**src/rtl/vprio_pkg.sv**
```systemverilog
package vprio_pkg;
   localparam int unsigned VPRIO_NUM_VEC_DEF = 256;
   localparam int unsigned VPRIO_WORD_W_DEF  = 32;
   localparam int unsigned VPRIO_CLASS_LSB   = 4;

   typedef enum logic {
      TRIG_EDGE  = 1'b0,
      TRIG_LEVEL = 1'b1
   } trig_e;
endpackage

```
**src/rtl/vprio_fls.sv**
```systemverilog
module vprio_fls #(
   parameter int unsigned WORDS     = 8,
   parameter int unsigned WORD_W    = 32,
   parameter bit          TWO_LEVEL = 1'b1,
   localparam int unsigned NUM    = WORDS * WORD_W,
   localparam int unsigned IDX_W  = $clog2(NUM),
   localparam int unsigned WSEL_W = $clog2(WORDS),
   localparam int unsigned BSEL_W = $clog2(WORD_W)
) (
   input  logic [NUM-1:0]   vec_i,
   output logic             any_o,
   output logic [IDX_W-1:0] idx_o
);
   if (WORDS < 2 || WORD_W < 2) begin : g_bad_shape
      $error("vprio_fls: WORDS and WORD_W must both be at least 2");
   end

   if (TWO_LEVEL) begin : g_two_level
      logic [WORDS-1:0]  word_any;
      logic [WSEL_W-1:0] wsel;
      logic [BSEL_W-1:0] bsel;
      logic [WORD_W-1:0] sel_word;

      for (genvar w = 0; w < WORDS; w++) begin : g_word
         assign word_any[w] = |vec_i[w*WORD_W +: WORD_W];
      end

      always_comb begin
         wsel = '0;
         for (int w = 0; w < WORDS; w++) begin
            if (word_any[w]) wsel = WSEL_W'(w);
         end
      end

      assign sel_word = vec_i[wsel*WORD_W +: WORD_W];

      always_comb begin
         bsel = '0;
         for (int b = 0; b < WORD_W; b++) begin
            if (sel_word[b]) bsel = BSEL_W'(b);
         end
      end

      assign any_o = |word_any;
      assign idx_o = {wsel, bsel};
   end else begin : g_flat
      always_comb begin
         idx_o = '0;
         for (int b = 0; b < NUM; b++) begin
            if (vec_i[b]) idx_o = IDX_W'(b);
         end
      end
      assign any_o = |vec_i;
   end
endmodule

```
**src/rtl/vprio_ppr.sv**
```systemverilog
module vprio_ppr #(
   parameter int unsigned VEC_W     = 8,
   parameter int unsigned CLASS_LSB = 4
) (
   input  logic             clk_i,
   input  logic             rst_ni,
   input  logic [VEC_W-1:0] tpr_i,
   input  logic             isr_any_i,
   input  logic [VEC_W-1:0] isr_idx_i,
   input  logic             irr_any_i,
   input  logic [VEC_W-1:0] irr_idx_i,
   input  logic             enable_i,
   output logic [VEC_W-1:0] ppr_o,
   output logic             present_o
);
   localparam int unsigned CLS_W = VEC_W - CLASS_LSB;

   logic [CLS_W-1:0] tpr_cls, isr_cls, irr_cls, ppr_cls;

   assign tpr_cls = tpr_i[VEC_W-1:CLASS_LSB];
   assign isr_cls = isr_any_i ? isr_idx_i[VEC_W-1:CLASS_LSB] : '0;
   assign irr_cls = irr_idx_i[VEC_W-1:CLASS_LSB];

   assign ppr_o   = (tpr_cls >= isr_cls) ? tpr_i : {isr_cls, {CLASS_LSB{1'b0}}};
   assign ppr_cls = ppr_o[VEC_W-1:CLASS_LSB];

   assign present_o = enable_i && irr_any_i &&
                      ((ppr_o == '0) || (irr_cls > ppr_cls));


   ppr_floor_chk: assert property (@(posedge clk_i) disable iff (!rst_ni)
      ppr_o >= tpr_i);


   present_enable_chk: assert property (@(posedge clk_i) disable iff (!rst_ni)
      present_o |-> (enable_i && irr_any_i));
endmodule

```
**src/rtl/vprio_core.sv**
```systemverilog
module vprio_core #(
   parameter int unsigned NUM_VEC   = vprio_pkg::VPRIO_NUM_VEC_DEF,
   parameter int unsigned WORD_W    = vprio_pkg::VPRIO_WORD_W_DEF,
   parameter int unsigned CLASS_LSB = vprio_pkg::VPRIO_CLASS_LSB,
   parameter bit          TWO_LEVEL = 1'b1,
   localparam int unsigned VEC_W    = $clog2(NUM_VEC),
   localparam int unsigned WORDS    = NUM_VEC / WORD_W
) (
   input  logic             clk_i,
   input  logic             rst_ni,
   input  logic             set_i,
   input  logic [VEC_W-1:0] set_vec_i,
   input  logic             set_level_i,
   input  logic             tpr_we_i,
   input  logic [VEC_W-1:0] tpr_wdata_i,
   input  logic             sw_enable_i,
   input  logic [VEC_W-1:0] spurious_vec_i,
   input  logic             directed_eoi_i,
   input  logic             ack_i,
   output logic             ack_valid_o,
   output logic [VEC_W-1:0] ack_vector_o,
   input  logic             eoi_i,
   output logic             eoi_bcast_o,
   output logic [VEC_W-1:0] eoi_bcast_vec_o,
   output logic             irq_o,
   output logic [VEC_W-1:0] ppr_o
);
   import vprio_pkg::*;

   if ((1 << VEC_W) != NUM_VEC) begin : g_bad_num
      $error("vprio_core: NUM_VEC must be a power of two");
   end
   if (NUM_VEC % WORD_W != 0) begin : g_bad_word
      $error("vprio_core: NUM_VEC must be a multiple of WORD_W");
   end
   if (VEC_W <= CLASS_LSB) begin : g_bad_class
      $error("vprio_core: class field leaves no priority bits");
   end

   logic [NUM_VEC-1:0] irr_q, isr_q, tmr_q;
   logic [NUM_VEC-1:0] irr_d, isr_d, tmr_d;
   logic [VEC_W-1:0]   tpr_q;
   logic               irr_any, isr_any, present;
   logic [VEC_W-1:0]   irr_idx, isr_idx;
   logic               eoi_hit;

   vprio_fls #(.WORDS(WORDS), .WORD_W(WORD_W), .TWO_LEVEL(TWO_LEVEL)) irr_fls_i (
      .vec_i (irr_q),
      .any_o (irr_any),
      .idx_o (irr_idx)
   );

   vprio_fls #(.WORDS(WORDS), .WORD_W(WORD_W), .TWO_LEVEL(TWO_LEVEL)) isr_fls_i (
      .vec_i (isr_q),
      .any_o (isr_any),
      .idx_o (isr_idx)
   );

   vprio_ppr #(.VEC_W(VEC_W), .CLASS_LSB(CLASS_LSB)) ppr_i (
      .clk_i     (clk_i),
      .rst_ni    (rst_ni),
      .tpr_i     (tpr_q),
      .isr_any_i (isr_any),
      .isr_idx_i (isr_idx),
      .irr_any_i (irr_any),
      .irr_idx_i (irr_idx),
      .enable_i  (sw_enable_i),
      .ppr_o     (ppr_o),
      .present_o (present)
   );

   assign eoi_hit = eoi_i && isr_any;

   // retire first, then grant, then new request: later steps win on the same bit
   always_comb begin
      irr_d = irr_q;
      isr_d = isr_q;
      tmr_d = tmr_q;
      if (eoi_hit) isr_d[isr_idx] = 1'b0;
      if (ack_i && present) begin
         irr_d[irr_idx] = 1'b0;
         isr_d[irr_idx] = 1'b1;
      end
      if (set_i) begin
         irr_d[set_vec_i] = 1'b1;
         tmr_d[set_vec_i] = set_level_i;
      end
   end

   always_ff @(posedge clk_i or negedge rst_ni) begin
      if (!rst_ni) begin
         irr_q           <= '0;
         isr_q           <= '0;
         tmr_q           <= '0;
         tpr_q           <= '0;
         ack_valid_o     <= 1'b0;
         ack_vector_o    <= '0;
         eoi_bcast_o     <= 1'b0;
         eoi_bcast_vec_o <= '0;
      end else begin
         irr_q       <= irr_d;
         isr_q       <= isr_d;
         tmr_q       <= tmr_d;
         ack_valid_o <= ack_i;
         eoi_bcast_o <= eoi_hit && (tmr_q[isr_idx] == TRIG_LEVEL) && !directed_eoi_i;
         if (tpr_we_i) tpr_q <= tpr_wdata_i;
         if (ack_i)    ack_vector_o <= present ? irr_idx : spurious_vec_i;
         if (eoi_hit)  eoi_bcast_vec_o <= isr_idx;
      end
   end

   assign irq_o = present;


   ack_grant_chk: assert property (@(posedge clk_i) disable iff (!rst_ni)
      (ack_i && irq_o && !set_i) |=>
         (isr_q[$past(irr_idx)] && !irr_q[$past(irr_idx)] &&
          ack_valid_o && (ack_vector_o == $past(irr_idx))));


   ack_pulse_chk: assert property (@(posedge clk_i) disable iff (!rst_ni)
      ack_valid_o |-> $past(ack_i));


   ack_block_chk: assert property (@(posedge clk_i) disable iff (!rst_ni)
      (ack_i && !irq_o && !set_i && !eoi_i) |=>
         ($stable(irr_q) && $stable(isr_q) && (ack_vector_o == $past(spurious_vec_i))));


   eoi_clear_chk: assert property (@(posedge clk_i) disable iff (!rst_ni)
      (eoi_i && isr_any && !ack_i) |=>
         ($countones(isr_q) == $past($countones(isr_q)) - 1));


   bcast_src_chk: assert property (@(posedge clk_i) disable iff (!rst_ni)
      eoi_bcast_o |-> $past(eoi_i && !directed_eoi_i));
endmodule

```
**config.mk**
```make
export PLATFORM = sky130hd
export DESIGN_NAME = vprio_core
export DESIGN_NICKNAME = d
export VERILOG_FILES = /design/src/rtl/vprio_pkg.sv /design/src/rtl/vprio_fls.sv /design/src/rtl/vprio_ppr.sv /design/src/rtl/vprio_core.sv
export SDC_FILE = /design/constraint.sdc
export NUM_CORES = 2
export LEC_CHECK = 0
export CORE_AREA = 2 2 378 380
export CTS_CLUSTER_SIZE = 16
export DETAILED_ROUTE_END_ITERATION = 16
export DIE_AREA = 0 0 380 382
export SYNTH_ARGS = -nofsm -noshare
export SYNTH_HDL_FRONTEND = slang
export SYNTH_HIERARCHICAL = 1
export SYNTH_SLANG_ARGS = --single-unit
```
**constraint.sdc**
```tcl
create_clock -name clk_i -period 10.2 [get_ports clk_i]
set_input_delay 2.04 -clock clk_i [delete_from_list [all_inputs] [get_ports clk_i]]
set_output_delay 2.04 -clock clk_i [all_outputs]
set_load 0.005 [all_outputs]
```
Word level (Yosys, flattened, before mapping) --
Cells that the tools add are included.
Operators by class: add/sub/neg operators 0, multiply operators 0, div/mod/pow operators 0, magnitude comparators 8, equal/unequal tests 0, shifts and indexed selects 2, multiplexer cells 92, bitwise gates (word level) 6, reductions and logical operators 28
Operators by type and width (count):
- $mux W256 | 4
- $and A256 B256 Y256 | 2
- $not A256 Y256 | 2
- $or A256 B256 Y256 | 2
- $reduce_or A256 Y1 | 2
- $shiftx A256 B9 Y32 | 2
- $reduce_or A32 Y1 | 14
- $bwmux W256 | 1
- $mux W5 | 32
- $mux W4 | 17
- $mux W3 | 16
- $lt A8 B9 Y1 const B | 3
- $demux W1 S8 | 3
- $ge A8 B1 Y1 const B | 3
- $mux W2 | 8
- $mux W8 | 2
- $logic_and A1 B1 Y1 | 9
- $bmux W1 S8 | 1
- $logic_not A8 Y1 | 1
- $mux W1 | 8
- $ge A4 B4 Y1 | 1
- $gt A4 B4 Y1 | 1
- $logic_not A1 Y1 | 1
- $logic_or A1 B1 Y1 | 1
Word-level totals: register bits 794, latch bits 0, memory bits (writable) 0, bits in read-only memories 0, input bits 33, output and inout bits 27, logic and storage cells 144, memories kept 0

Longest topological paths before layout --
word-level depth 50, depth in mapped cells 35, gate-level depth less buffers 30

Modules after synthesis --
The synthesis kept the hierarchy.
Modules (own cells, without submodules):
- vprio_core | instances 1, cells an instance 3003, area an instance 33233.1 µm², sequential area each 19869.1 µm²
- vprio_fls | instances 2, cells an instance 444, area an instance 2778.9 µm², sequential area each 0.0 µm²
- vprio_ppr | instances 1, cells an instance 53, area an instance 380.4 µm², sequential area each 0.0 µm²

Least setup slack after synthesis --
Ideal clock, no wire load.
kind register -> output, start reg isr_q[184], end out irq_o, arrival 5887 ps, data required time 8160 ps, slack 2273 ps, stages on the path, launching flop included 27, path buffers 4, path through dfrtp_1 -> nor4_1 -> nand2_1 -> nor4_2 -> a31oi_4 -> buf_2 -> buf_2 -> buf_2 -> nand2_1 -> nand2_1 -> a221oi_1 -> o311ai_0 -> nor4_1 -> nand2_1 -> and2_1 -> ha_1 -> nand2b_4 -> a2111oi_4 -> a21oi_2 -> clkbuf_1 -> o21a_1 -> ha_1 -> nand2_1 -> a21oi_1 -> mux2_4 -> a311o_1 -> a31oi_1
On the way: word-level cells in the longest chain between the ends 27, elaborated cells on any way between the ends 29, classes of those cells 2 x order compare; 1 x shift; 21 x mux; 5 x reduce/logical
RTL lines:
- start: declaration | line vprio_core.sv:40 | logic [NUM_VEC-1:0] irr_q, isr_q, tmr_q;
- start signal: assignment | line vprio_core.sv:102 | isr_q <= isr_d;
- $reduce_or A32 Y1 | line vprio_fls.sv:25 | assign word_any[w] = |vec_i[w*WORD_W +: WORD_W];
- $mux W3 (3 in a row) | line vprio_fls.sv:31 | if (word_any[w]) wsel = WSEL_W'(w);
- $shiftx A256 B9 Y32 * | line vprio_fls.sv:35 | assign sel_word = vec_i[wsel*WORD_W +: WORD_W];
- $mux W5 (15 in a row) | line vprio_fls.sv:40 | if (sel_word[b]) bsel = BSEL_W'(b);
- $mux W5 * | line vprio_fls.sv:40
- via isr_idx[4] | line vprio_core.sv:44 | logic [VEC_W-1:0] irr_idx, isr_idx;
- $mux W4 * | line vprio_ppr.sv:21 | assign isr_cls = isr_any_i ? isr_idx_i[VEC_W-1:CLASS_LSB] : '0;
- $ge A4 B4 Y1 | line vprio_ppr.sv:24 | assign ppr_o = (tpr_cls >= isr_cls) ? tpr_i : {isr_cls, {CLASS_LSB{1'b0}}};
- $mux W8 * | line vprio_ppr.sv:24
- $gt A4 B4 Y1 / $logic_not A8 Y1 (equally long branches) | line vprio_ppr.sv:28 | ((ppr_o == '0) || (irr_cls > ppr_cls));
- $logic_or A1 B1 Y1 * | line vprio_ppr.sv:28
- $logic_and A1 B1 Y1 * | line vprio_ppr.sv:27 | assign present_o = enable_i && irr_any_i &&
- end: declaration | line vprio_core.sv:25 | output logic irq_o,
Mark *: on every way through the listed nets, which the timed path passes. The rest lies on a longest branch.

Final worst setup path --
start reg isr_q[240], end out irq_o
On the way: word-level cells in the longest chain between the ends 25, elaborated cells on any way between the ends 27, classes of those cells 2 x order compare; 1 x shift; 19 x mux; 5 x reduce/logical
RTL lines (line):
- $reduce_or A32 Y1 | vprio_fls.sv:25
- $mux W3 | vprio_fls.sv:31
- $shiftx A256 B9 Y32 * | vprio_fls.sv:35
- $mux W5 (15 in a row) | vprio_fls.sv:40
- $mux W5 * | vprio_fls.sv:40
- via isr_idx[4] | vprio_core.sv:44
- $mux W4 * | vprio_ppr.sv:21
- $ge A4 B4 Y1 | vprio_ppr.sv:24
- $mux W8 * | vprio_ppr.sv:24
- $gt A4 B4 Y1 / $logic_not A8 Y1 (equally long branches) | vprio_ppr.sv:28
- $logic_or A1 B1 Y1 * | vprio_ppr.sv:28
- $logic_and A1 B1 Y1 * | vprio_ppr.sv:27
Marked as above.

==> flow_metrics.tcl <==
set metrics [dict create \
    slew_violations 0 \
    hold_buffers 0 \
    synthCells 3944 \
    synth_edf_count 0 \
    dp_hpwl_mm 107 \
    min_path_type "reg -> reg" \
    layout_commonest_cell "o21ai_0" \
    grt_usage_pct 21.7 \
    ioPinCount 60 \
    worst-setup-path-type "reg -> out" \
    wire_per_inst_um 27.5 \
    avgSynthCellArea_um2 9.93 \
    die-height_um 382 \
    p_per_area_nw_per_um2 404 \
    grt_pass1_wl_mm 236 \
    timing.final.ws_setup_ps 257 \
    syn_to_final_growth_pct 15.2 \
    drt_wl_total_mm 162 \
    clk_pin_slew_ps 70 \
    finish.utilization_pct 32.0 \
    tightest_slew_ps 1300 \
    hold_viol 0 \
    antenna_left 0 \
    ys_ff_latch 794 \
    final_cell_mix "1060 x o21ai_0, 794 x dfrtp_1, 356 x nor2_1" \
    grt_pass1_vias 33754 \
    critPathCaptureType "output pin" \
    setup_viol 0 \
    antenna_found_initial 7 \
    arrival_ps 7900 \
    rsz0062_at_grt "false" \
    coreArea_um2 141000 \
    cts_max_path_buffers 3 \
    cts_buffers 90 \
    fmax_ghz 0.101 \
    vias 34531 \
    yosysWarnings 6 \
    hp-start "eoi_bcast_vec_o[0]$_DFFE_PN0P_" \
    grt_max_degree 169 \
    crit_required_ps 8160 \
    synth_ff_type "dfrtp_1" \
    h-tree-depth 3 \
    slew_headroom_pct 13.0 \
    hold_end "eoi_bcast_vec_o[0]$_DFFE_PN0P_" \
    initial_utilization_pct 27.8 \
    skew_ps 67.4 \
    fin_nets 3944 \
    syn_nets 3984 \
    p_leak_uw 0.0191 \
    reg2reg_slack_ps 1010 \
    drive_gt1_share_pct 16.9 \
    drc 0 \
    whs_ps 480 \
    tritoncts "done" \
    portBuffers 59 \
    async_reset_ff_share_pct 100 \
    ir_worst_vdd_v 0.000524 \
    r2r_end "isr_q[219]$_DFF_PN0_" \
    r2r_start "isr_q[240]$_DFF_PN0_" \
    die_area_um2 145000 \
    vias_per_cell 5.88 \
    synth_cell_type_count 80 \
    fill_cells 14505 \
    fin_crit_ps 9940 \
    p_total_uw 18200 \
    reg2reg_depth 29 \
    die-width_um 380 \
    crit_fanout 23 \
    maxCapViolCount 0 \
    rows 138 \
    crit_path_start_kind "register" \
    fin_crit_sh_pct 97.5 \
    numClockSinks 794 \
    root_buffer "clkbuf_16" \
    dp_worst_setup_slack_ps 752 \
    routabilityCongestion 1.01 \
    startpoint "isr_q[240]$_DFF_PN0_" \
    status "finished clean" \
    drtIter0Drc 4558 \
    seq_area_frac_synth_pct 50.7 \
    syn-cell-area_um2 39200 \
    tns_ps 0 \
    clkLatencyLatePin_ps 730 \
    grt-ovfl-total 0 \
    firstDrtPassIters 6 \
    holdPathStages 2 \
]
[synthesized netlist by cell type (11+ instances only)]
cell	instances	area share, %
a21oi_1	124	1.6
a221oi_1	15	0.34
mux4_2	51	2.9
inv_1	22	0.21
o211ai_1	15	0.29
a211o_1	11	0.25
nor2b_1	25	0.40
or4_1	12	0.23
nor4_1	136	2.2
a21o_1	30	0.57
a211oi_1	22	0.42
or3_1	11	0.18
clkbuf_1	273	2.6
a22oi_1	15	0.29
nand2_1	202	1.9
mux2i_1	74	1.9
dfrtp_1	794	51
and2_1	13	0.21
nand4_1	38	0.61
o21ai_0	1060	14
mux2_2	269	7.7
buf_2	38	0.49
nand3_1	77	0.98
nor2_1	356	3.4
a221o_1	15	0.38
a31oi_1	23	0.37
nor3_1	25	0.32
[per-layer routing]
metal / part of all wire (%) / track usage, %
met2: 44 / 32.7
met4: 5.7 / 11.6
met5: 0.046 / 0
met3: 9.9 / 5.30
met1: 40 / 28.8
[kinds of logic (layout without fill, tap and decap cells)]
family	count (synthesis)	in the layout	share of synthesized area [%]
AOI/OAI and AO/OA	1448	1448	20.9
and+or+nand+nor	936	936	11.2
DFF	794	794	50.7
muxes	403	403	13.1
buffers and inverters	356	390	3.77
adders and majority gates	7	7	0.224
other	0	2	0
[power by group]
part | internal [uW] | switching, uW
logic | 3450 | 7430
clock network | 1970 | 1430
registers | 3560 | 392
[state kept, by name (all words and copies together), names as in the netlist]
register         cells
irr_q              256
tmr_q              256
eoi_bcast_o          1
ack_vector_o         8
tpr_q                8
eoi_bcast_vec_o      8
isr_q              256
ack_valid_o          1
[metrics by stage]
stage,instances,instance area (um2)
global placement,5696,42000
detailed placement,5696,42000
floorplan,3944,39200
global route,5868,45100
finish,5870,45100
CTS,5862,45000
[area by class of cell]
type | count | area, um2 | area share [%]
Clock buffer | 132 | 2610 | 5.79
Inverter | 28 | 109 | 0.241
Timing Repair Buffer | 196 | 1730 | 3.83
Tap cell | 1890 | 2360 | 5.24
Multi-Input combinational cell | 2794 | 18000 | 39.9
Antenna cell | 2 | 5.00 | 0.0111
Clock inverter | 34 | 450 | 0.998
Sequential cell | 794 | 19900 | 44.0
[worst max-delay path, cell delays in order, from the launching register on]
cell and delay, ps:
dfrtp_1 480, nor4_1 340, nand4_1 330, or4_1 690
a31oi_4 320, buf_6 290, mux2i_1 380, mux2i_1 150
o21ai_0 280, nand4_1 290, nor2_1 200, nand2_2 160
and2_1 240, ha_1 270, nand2b_4 140, a2111oi_4 350
a21oi_2 140, o21a_1 220, ha_1 340, nand2_1 120
a21oi_1 70, mux2_4 300, a311o_1 280, a31oi_2 230
clkdlybuf4s50_1 530
[worst max-delay path by stage]
| stage | end |
|---|---|
| after floorplan | irq_o |
| after global placement | irq_o |
| after detailed placement | irq_o |
| after CTS | irq_o |
| after global routing | irq_o |
| final | irq_o |
[repair_timing]
action / CTS / global route
setup endpoints to repair: 1 / 1
pin swaps: 0 / 1
setup buffers: 0 / 6
resized for setup: 2 / 12
(Power assumes the default switching activity.)
